==> config.mk <==
export PLATFORM = sky130hd
export DESIGN_NAME = mmc_arm_fire_sel
export DESIGN_NICKNAME = d
export VERILOG_FILES = /design/src/rtl/fsel_pkg.sv /design/src/rtl/fsel_level_quant.sv /design/src/rtl/fsel_rank_sorter.sv /design/src/rtl/mmc_arm_fire_sel.sv
export SDC_FILE = /design/constraint.sdc
export NUM_CORES = 1
export LEC_CHECK = 0
export BUFFER_PORTS_ARGS = -buffer_cell sky130_fd_sc_hd__buf_2
export CORE_ASPECT_RATIO = 0.5
export CORE_MARGIN = 2
export CORE_UTILIZATION = 63
export DETAILED_ROUTE_END_ITERATION = 8
export PLACE_DENSITY = 0.84
export SLEW_MARGIN = 20
export SYNTH_ARGS = -nofsm -noshare
export SYNTH_HDL_FRONTEND = slang
export SYNTH_SLANG_ARGS = --single-unit
==> constraint.sdc <==
create_clock -name clk -period 9.3 [get_ports clk]
set_input_delay 0.465 -clock clk [delete_from_list [all_inputs] [get_ports clk]]
set_output_delay 0.465 -clock clk [all_outputs]
set_load 0.02 [all_outputs]
==> src/rtl/fsel_pkg.sv <==
package fsel_pkg;
   typedef enum logic [1:0] {
      ST_IDLE   = 2'd0,
      ST_SORT   = 2'd1,
      ST_COMMIT = 2'd2
   } fsel_state_e;

   localparam int unsigned ARM_COUNT = 2;
endpackage

==> src/rtl/fsel_level_quant.sv <==
module fsel_level_quant #(
   parameter int N_SM  = 8,
   parameter int REF_W = 16
) (
   input  logic signed [REF_W-1:0]         ref_i,
   input  logic [N_SM-1:0]                 byp_up_i,
   input  logic [N_SM-1:0]                 byp_lo_i,
   output logic [$clog2(N_SM+1)-1:0]       m_o,
   output logic [$clog2(N_SM+1)-1:0]       nl_o,
   output logic [$clog2(N_SM+1)-1:0]       nu_o
);
   localparam int CW = $clog2(N_SM+1);
   localparam int PW = CW + REF_W;
   localparam logic signed [REF_W-1:0] P_ONE = REF_W'(1 << (REF_W-2));
   localparam logic signed [REF_W-1:0] N_ONE = -P_ONE;

   logic signed [REF_W-1:0] ref_c;
   logic [REF_W-1:0]        shifted;
   logic [CW-1:0]           h_up, h_lo;
   logic [PW-1:0]           prod;

   always_comb begin
      if (ref_i > P_ONE)      ref_c = P_ONE;
      else if (ref_i < N_ONE) ref_c = N_ONE;
      else                    ref_c = ref_i;
      shifted = REF_W'(ref_c + P_ONE);
   end

   always_comb begin
      h_up = CW'($countones(~byp_up_i));
      h_lo = CW'($countones(~byp_lo_i));
      m_o  = (h_up < h_lo) ? h_up : h_lo;
      prod = PW'(m_o) * PW'(shifted) + PW'(P_ONE);
      nl_o = CW'(prod >> (REF_W-1));
      nu_o = m_o - nl_o;
   end
endmodule

==> src/rtl/fsel_rank_sorter.sv <==
module fsel_rank_sorter #(
   parameter int N_SM   = 8,
   parameter int VCAP_W = 12
) (
   input  logic                       clk,
   input  logic                       rst_n,
   input  logic                       load_i,
   input  logic                       step_i,
   input  logic                       odd_i,
   input  logic                       chk_i,
   input  logic                       cur_pos_i,
   input  logic [N_SM*VCAP_W-1:0]     vcap_i,
   input  logic [N_SM-1:0]            byp_i,
   input  logic [$clog2(N_SM+1)-1:0]  k_i,
   output logic [N_SM-1:0]            sel_o
);
   localparam int IW = $clog2(N_SM);
   localparam int CW = $clog2(N_SM+1);
   localparam int KW = 1 + VCAP_W + IW;

   // key = {bypassed, oriented voltage, index}: ascending order puts the
   // preferred healthy cells first, ties resolved by lower index
   logic [KW-1:0] key_q [N_SM];
   logic [KW-1:0] key_d [N_SM];
   logic [KW-1:0] key_ld [N_SM];

   for (genvar g = 0; g < N_SM; g++) begin : g_load
      logic [VCAP_W-1:0] v;
      assign v         = vcap_i[g*VCAP_W +: VCAP_W];
      assign key_ld[g] = {byp_i[g], (cur_pos_i ? v : ~v), IW'(g)};
   end

   always_comb begin
      key_d = key_q;
      for (int j = 0; j < N_SM-1; j++) begin
         if (((j % 2) == 1) == odd_i && key_q[j] > key_q[j+1]) begin
            key_d[j]   = key_q[j+1];
            key_d[j+1] = key_q[j];
         end
      end
   end

   always_ff @(posedge clk or negedge rst_n) begin
      if (!rst_n) begin
         for (int i = 0; i < N_SM; i++) key_q[i] <= '0;
      end else if (load_i) begin
         key_q <= key_ld;
      end else if (step_i) begin
         key_q <= key_d;
      end
   end

   always_comb begin
      sel_o = '0;
      for (int r = 0; r < N_SM; r++) begin
         if (CW'(r) < k_i && !key_q[r][KW-1])
            sel_o[key_q[r][IW-1:0]] = 1'b1;
      end
   end

   for (genvar j = 0; j < N_SM-1; j++) begin : g_order_chk
      assert_rank_order_R4: assert property (@(posedge clk) disable iff (!rst_n)
         chk_i |-> key_q[j] <= key_q[j+1]);
   end
endmodule

==> src/rtl/mmc_arm_fire_sel.sv <==
module mmc_arm_fire_sel #(
   parameter int N_SM   = 8,
   parameter int VCAP_W = 12,
   parameter int REF_W  = 16
) (
   input  logic                     clk,
   input  logic                     rst_n,
   input  logic                     upd_i,
   input  logic signed [REF_W-1:0]  ref_i,
   input  logic [N_SM*VCAP_W-1:0]   vcap_up_i,
   input  logic [N_SM*VCAP_W-1:0]   vcap_lo_i,
   input  logic                     cur_pos_up_i,
   input  logic                     cur_pos_lo_i,
   input  logic [N_SM-1:0]          byp_up_i,
   input  logic [N_SM-1:0]          byp_lo_i,
   output logic [N_SM-1:0]          fire_up_o,
   output logic [N_SM-1:0]          fire_lo_o,
   output logic                     done_o
);
   import fsel_pkg::*;

   localparam int CW  = $clog2(N_SM+1);
   localparam int PCW = $clog2(N_SM);

   if (N_SM < 2)   begin : g_bad_n   $error("N_SM must be at least 2");   end
   if (VCAP_W < 2) begin : g_bad_vw  $error("VCAP_W must be at least 2"); end
   if (REF_W < 4)  begin : g_bad_rw  $error("REF_W must be at least 4");  end

   fsel_state_e       state_q;
   logic [PCW-1:0]    pass_q;
   logic [CW-1:0]     k_up_q, k_lo_q, nl_last_q;
   logic [N_SM-1:0]   byp_up_last_q, byp_lo_last_q;
   logic              valid_q, done_q;
   logic [N_SM-1:0]   fire_up_q, fire_lo_q;

   logic [CW-1:0]     m_w, nl_w, nu_w;
   logic              accept, change, load, step, chk;

   fsel_level_quant #(.N_SM(N_SM), .REF_W(REF_W)) quant_i (
      .ref_i    (ref_i),
      .byp_up_i (byp_up_i),
      .byp_lo_i (byp_lo_i),
      .m_o      (m_w),
      .nl_o     (nl_w),
      .nu_o     (nu_w)
   );

   assign accept = (state_q == ST_IDLE) && !done_q && upd_i;
   assign change = !valid_q || (nl_w != nl_last_q) ||
                   (byp_up_i != byp_up_last_q) || (byp_lo_i != byp_lo_last_q);
   assign load   = accept && change;
   assign step   = (state_q == ST_SORT);
   assign chk    = (state_q == ST_COMMIT);

   // arm 0 = upper, arm 1 = lower
   logic [N_SM*VCAP_W-1:0] vcap_a [ARM_COUNT];
   logic [N_SM-1:0]        byp_a  [ARM_COUNT];
   logic                   cpos_a [ARM_COUNT];
   logic [CW-1:0]          k_a    [ARM_COUNT];
   logic [N_SM-1:0]        sel_a  [ARM_COUNT];

   assign vcap_a[0] = vcap_up_i;
   assign vcap_a[1] = vcap_lo_i;
   assign byp_a[0]  = byp_up_i;
   assign byp_a[1]  = byp_lo_i;
   assign cpos_a[0] = cur_pos_up_i;
   assign cpos_a[1] = cur_pos_lo_i;
   assign k_a[0]    = k_up_q;
   assign k_a[1]    = k_lo_q;

   for (genvar a = 0; a < ARM_COUNT; a++) begin : g_arm
      fsel_rank_sorter #(.N_SM(N_SM), .VCAP_W(VCAP_W)) sorter_i (
         .clk       (clk),
         .rst_n     (rst_n),
         .load_i    (load),
         .step_i    (step),
         .odd_i     (pass_q[0]),
         .chk_i     (chk),
         .cur_pos_i (cpos_a[a]),
         .vcap_i    (vcap_a[a]),
         .byp_i     (byp_a[a]),
         .k_i       (k_a[a]),
         .sel_o     (sel_a[a])
      );
   end

   always_ff @(posedge clk or negedge rst_n) begin
      if (!rst_n) begin
         state_q       <= ST_IDLE;
         pass_q        <= '0;
         k_up_q        <= '0;
         k_lo_q        <= '0;
         nl_last_q     <= '0;
         byp_up_last_q <= '0;
         byp_lo_last_q <= '0;
         valid_q       <= 1'b0;
         done_q        <= 1'b0;
         fire_up_q     <= '0;
         fire_lo_q     <= '0;
      end else begin
         done_q <= 1'b0;
         unique case (state_q)
            ST_IDLE: begin
               if (accept) begin
                  nl_last_q     <= nl_w;
                  byp_up_last_q <= byp_up_i;
                  byp_lo_last_q <= byp_lo_i;
                  valid_q       <= 1'b1;
                  if (change) begin
                     k_up_q  <= nu_w;
                     k_lo_q  <= nl_w;
                     pass_q  <= '0;
                     state_q <= ST_SORT;
                  end else begin
                     done_q <= 1'b1;
                  end
               end
            end
            ST_SORT: begin
               pass_q <= pass_q + PCW'(1);
               if (pass_q == PCW'(N_SM-1)) state_q <= ST_COMMIT;
            end
            ST_COMMIT: begin
               fire_up_q <= sel_a[0];
               fire_lo_q <= sel_a[1];
               done_q    <= 1'b1;
               state_q   <= ST_IDLE;
            end
            default: state_q <= ST_IDLE;
         endcase
      end
   end

   assign fire_up_o = fire_up_q & ~byp_up_i;
   assign fire_lo_o = fire_lo_q & ~byp_lo_i;
   assign done_o    = done_q;

   assert_level_bound_R2: assert property (@(posedge clk) disable iff (!rst_n)
      nl_w <= m_w);
   assert_fire_count_R2: assert property (@(posedge clk) disable iff (!rst_n)
      done_q |-> ($countones(fire_up_q) == int'(k_up_q)) &&
                 ($countones(fire_lo_q) == int'(k_lo_q)));
   assert_byp_excluded_R7: assert property (@(posedge clk) disable iff (!rst_n)
      done_q |-> ((fire_up_q & byp_up_last_q) == '0) &&
                 ((fire_lo_q & byp_lo_last_q) == '0));
   assert_fire_stable_R9: assert property (@(posedge clk) disable iff (!rst_n)
      !done_q |-> $stable(fire_up_q) && $stable(fire_lo_q));
   assert_busy_ignore_R10: assert property (@(posedge clk) disable iff (!rst_n)
      (state_q != ST_IDLE) |=> $stable(nl_last_q) && $stable(byp_up_last_q));
   assert_done_pulse_R11: assert property (@(posedge clk) disable iff (!rst_n)
      done_q |=> !done_q);
endmodule

==> run metrics <==
outcome complete, no violations; Diodes inserted 0; vias per inst ~6.5; Critical Path Start byp_lo_i[7]; Slowest-stage cell, CP fa_1; Synth async-reset ratio between 90% and 100%; CP max FO 30; Slew HR a little under a quarter; CP arrival ~9.2 ns; CTS max path bufs 3; final worst-path cycle share roughly 94%; fillers approximately 3200; Reg2Reg Depth 11; Die Y around 150 microns; clk sinks between 300 and 400; grt ovf 0; area grow syn2layout 10.35%; CP endpoint kind register; cts bufs inserted 30; worst-margin pin slew roughly 1.1 ns; Clock Power Share roughly 11%; Setup crit end g_arm[1].sorter_i.key_q[92]; Setup Viol. Count Final 0; layout cells sized above 1 12.85%; global placement routability congestion approximately 0.97; pin count of the biggest net entering global routing approximately 180; WP data required roughly 9.8 ns; initial antenna violation count 0; part of the power in registers a little over a quarter; RSZ-0062 raised after global routing no; Routed Antenna Nets 0; Synth Register Bits approximately 310; synthesized area ~0.027 sq mm; Synth cell types just over 80; row cnt between 50 and 60; Final nets 3636; CP Buf/Inv Count 7; WP depth 32; worst r2r src g_arm[0].sorter_i.key_q[25]; Multi-input gate area roughly 0.017 sq mm; critical path's largest stage delay roughly 0.55 ns; sequential fraction of the synthesis area about 29%; yosys warns 0; Crit Path Class in -> reg; most frequent CP cell fa_1; Setup TNS 0 ns; Final Hold Fails 0; family with the most delay on the worst path adder cells; total core area about 0.042 sq mm; Final Slew Violations 0; 1st-iter DRT viols approximately 2700; sequential cell area 0.007682 sq mm; Buffers on Ports 245; initial core utilization between 60% and 70%; cell leakage power approximately 14 nW; DR pass1 iterations 8; DRC 0; pwr dens just over 400 mW/mm^2; CTS root buffer clkbuf_16; Comb power frac just over 60%; post-synthesis net count ~3500; post-CTS setup buffers 0; Fmax achieved around 110 MHz; skew final between 0.01 and 0.015 ns; Clock Latency Late Sink ~0.60 ns; clk slew on worst S/H paths 0.07 ns; final worst path period need 8.722 ns; WL/cell around 21 microns; VDD IR max slightly below 0.0002 V; vias in the first global route between 20000 and 25000; syn avg cell area between 9 and 10 sq um; reg2reg end g_arm[0].sorter_i.key_q[22]; critical path launch point type primary input; routed vias 23919; die area 0.04425 sq mm; Pint between 6 and 7 mW; H-tree levels 1; Chip Width 295.5 microns; GRT Resource Usage Total 34.90%; post-synthesis cell count around 3000; CTS tree built; Sw Pwr ~6.0 mW; post-cts sizing count 0; ys flop type dfrtp_1; Switching Share about 50%; FF-to-FF setup slack approximately 5.4 ns; DP Wirelength between 50000 and 60000 microns; total wire length ~77000 microns; worst hold slack approximately 0.16 ns; Final Util between 70% and 80%; Post-synth EDFFs 0; hold crit path type in -> reg; max-cap viol count 0; global-route wire length before repair 124300 microns; I/O pin cnt approximately 250
## what timing repair did
action / CTS / global route
setup endpoints to repair: 0 / 0
hold endpoints to repair: 68 / 0
hold buffers: 1 / 0
## cell families after synthesis
family	after synthesis	synth area share [%]
and+or+nand+nor	656	12.10
xor gates and xnor gates	217	7.153
buffers and inverters	452	7.087
muxes	284	10.69
DFF	307	28.70
adders and majority gates	315	15.74
AOI/OAI and AO/OA	703	18.53
## worst reg2reg max path, cell delays in order, from the launching register on
cell	delay, ns
dfrtp_1	0.46
inv_1	0.10
ha_1	0.31
nand2_1	0.08
nor3_1	0.21
nand3_1	0.14
a221oi_1	0.26
o31a_1	0.76
and2_1	0.84
nor3_1	0.12
a221oi_1	0.35
mux2i_1	0.12
## power groups by stage
stage	registers [mW]	clock network, mW	logic, mW
2_1_floorplan	2.60	0	5.74
3_3_place_gp	3.14	0	6.93
3_5_place_dp	3.15	0	7.28
4_1_cts	3.15	1.36	7.35
5_1_grt	3.27	1.42	8.35
6_report	3.21	1.35	7.47
## final cells by class
cell class	count	share of cell area [%]
flip-flops and latches	307	26.01
clock buffers	37	2.839
multi-input cells	2175	58.52
inverters	283	3.597
clock inverters	16	0.7202
repair buffers	295	5.863
well taps	577	2.445
## per-stage QoR
step / power [mW] / worst slack [ns] / std cells / cell area (sq um)
floorplan: 8.342 / 1.238 / 2934 / 26760
global placement: 10.07 / 0.4245 / 3636 / 28460
detailed placement: 10.43 / 0.1057 / 3636 / 28460
CTS: 11.85 / 0.6597 / 3690 / 29520
global route: 13.03 / 0.2561 / 3690 / 29530
finish: 12.04 / 0.5783 / 3690 / 29530
## layer usage
| layer | global-route usage, % | up-vias | part of all wire, % |
|---|---|---|---|
| met4 | 12.06 | 0 | 3.3 |
| met1 | 47.43 | 11541 | 41 |
| met2 | 56.30 | 1232 | 46 |
| met3 | 6.386 | 210 | 9.1 |
| li1 | - | 10936 | - |
| met5 | 0 | - | 0 |
## cells in the final DEF (no fill, tap or decap), types with 28 or more instances in the layout
cell and count:
a31oi_1 32, o21ai_0 106, clkbuf_16 31, o211ai_1 33
a22o_1 46, nand3_1 62, a21oi_1 139, nor2b_1 37
mux2i_1 270, fa_1 36, a22oi_1 112, nand4_1 52
a211oi_1 28, and2_1 61, nor2_1 192, nor3_1 68
a221o_1 28, inv_1 282, nand2_1 107, dfrtp_1 307
buf_4 42, xor2_1 200, buf_2 242, ha_1 279
## flip-flops by register name (all words and copies together) (netlist names)
| name | cells |
|---|---|
| byp_lo_last_q | 8 |
| done_o | 1 |
| k_lo_q | 4 |
| fire_up_q | 8 |
| byp_up_last_q | 8 |
| pass_q | 3 |
| state_q | 2 |
| nl_last_q | 4 |
| fire_lo_q | 8 |
| k_up_q | 4 |
| g_arm.sorter_i.key_q | 256 |
| valid_q | 1 |
## cell usage after synthesis, types with 5 or more instances
| master | count | area, sq um |
|---|---|---|
| dfrtp_1 | 307 | 7682 |
| inv_1 | 282 | 1059 |
| ha_1 | 279 | 3491 |
| mux2i_1 | 270 | 2703 |
| xor2_1 | 200 | 1752 |
| nor2_1 | 192 | 720.7 |
| a21oi_1 | 140 | 700.7 |
| clkbuf_1 | 134 | 503.0 |
| a22oi_1 | 112 | 840.8 |
| nand2_1 | 108 | 405.4 |
| o21ai_0 | 106 | 530.5 |
| nor3_1 | 68 | 340.3 |
| nand3_1 | 62 | 310.3 |
| and2_1 | 61 | 381.6 |
| nand4_1 | 52 | 325.3 |
| a22o_1 | 46 | 402.9 |
| nor2b_1 | 39 | 244.0 |
| a31oi_1 | 36 | 225.2 |
| fa_1 | 36 | 720.7 |
| o211ai_1 | 33 | 247.7 |
| a211oi_1 | 29 | 217.7 |
| a221o_1 | 28 | 280.3 |
| a221oi_1 | 26 | 227.7 |
| nand2b_1 | 21 | 131.4 |
| o311a_1 | 18 | 180.2 |
| xnor2_1 | 16 | 140.1 |
| a21o_1 | 15 | 112.6 |
| mux2_2 | 13 | 146.4 |
| o21a_1 | 13 | 97.59 |
| nor4_1 | 12 | 75.07 |
| o21ai_1 | 12 | 60.06 |
| or3_1 | 12 | 75.07 |
| buf_8 | 11 | 165.2 |
| o221a_2 | 11 | 123.9 |
| buf_2 | 9 | 45.04 |
| and3_1 | 8 | 50.05 |
| o221ai_1 | 8 | 70.07 |
| a32o_1 | 7 | 70.07 |
| buf_6 | 7 | 78.83 |
| o21bai_1 | 7 | 52.55 |
| o2111ai_1 | 6 | 52.55 |
| o31ai_1 | 6 | 45.04 |
| a2111oi_0 | 5 | 43.79 |
| o311ai_0 | 5 | 43.79 |
| or4_1 | 5 | 37.54 |
## how the worst min path moves through the flow
| stage | startpoint | end | slack [ns] | depth (start not counted) |
|---|---|---|---|---|
| after floorplan | rst_n | byp_lo_last_q[0] | 0.17 | 0 |
| after global placement | valid_q | valid_q | 0.45 | 1 |
| after detailed placement | valid_q | valid_q | 0.46 | 1 |
| after CTS | vcap_up_i[9] | g_arm[0].sorter_i.key_q[124] | 0.15 | 3 |
| after global routing | vcap_lo_i[14] | g_arm[1].sorter_i.key_q[101] | 0.17 | 3 |
| final | vcap_up_i[9] | g_arm[0].sorter_i.key_q[124] | 0.16 | 3 |
Note: power is estimated with default switching activity, not from simulation.
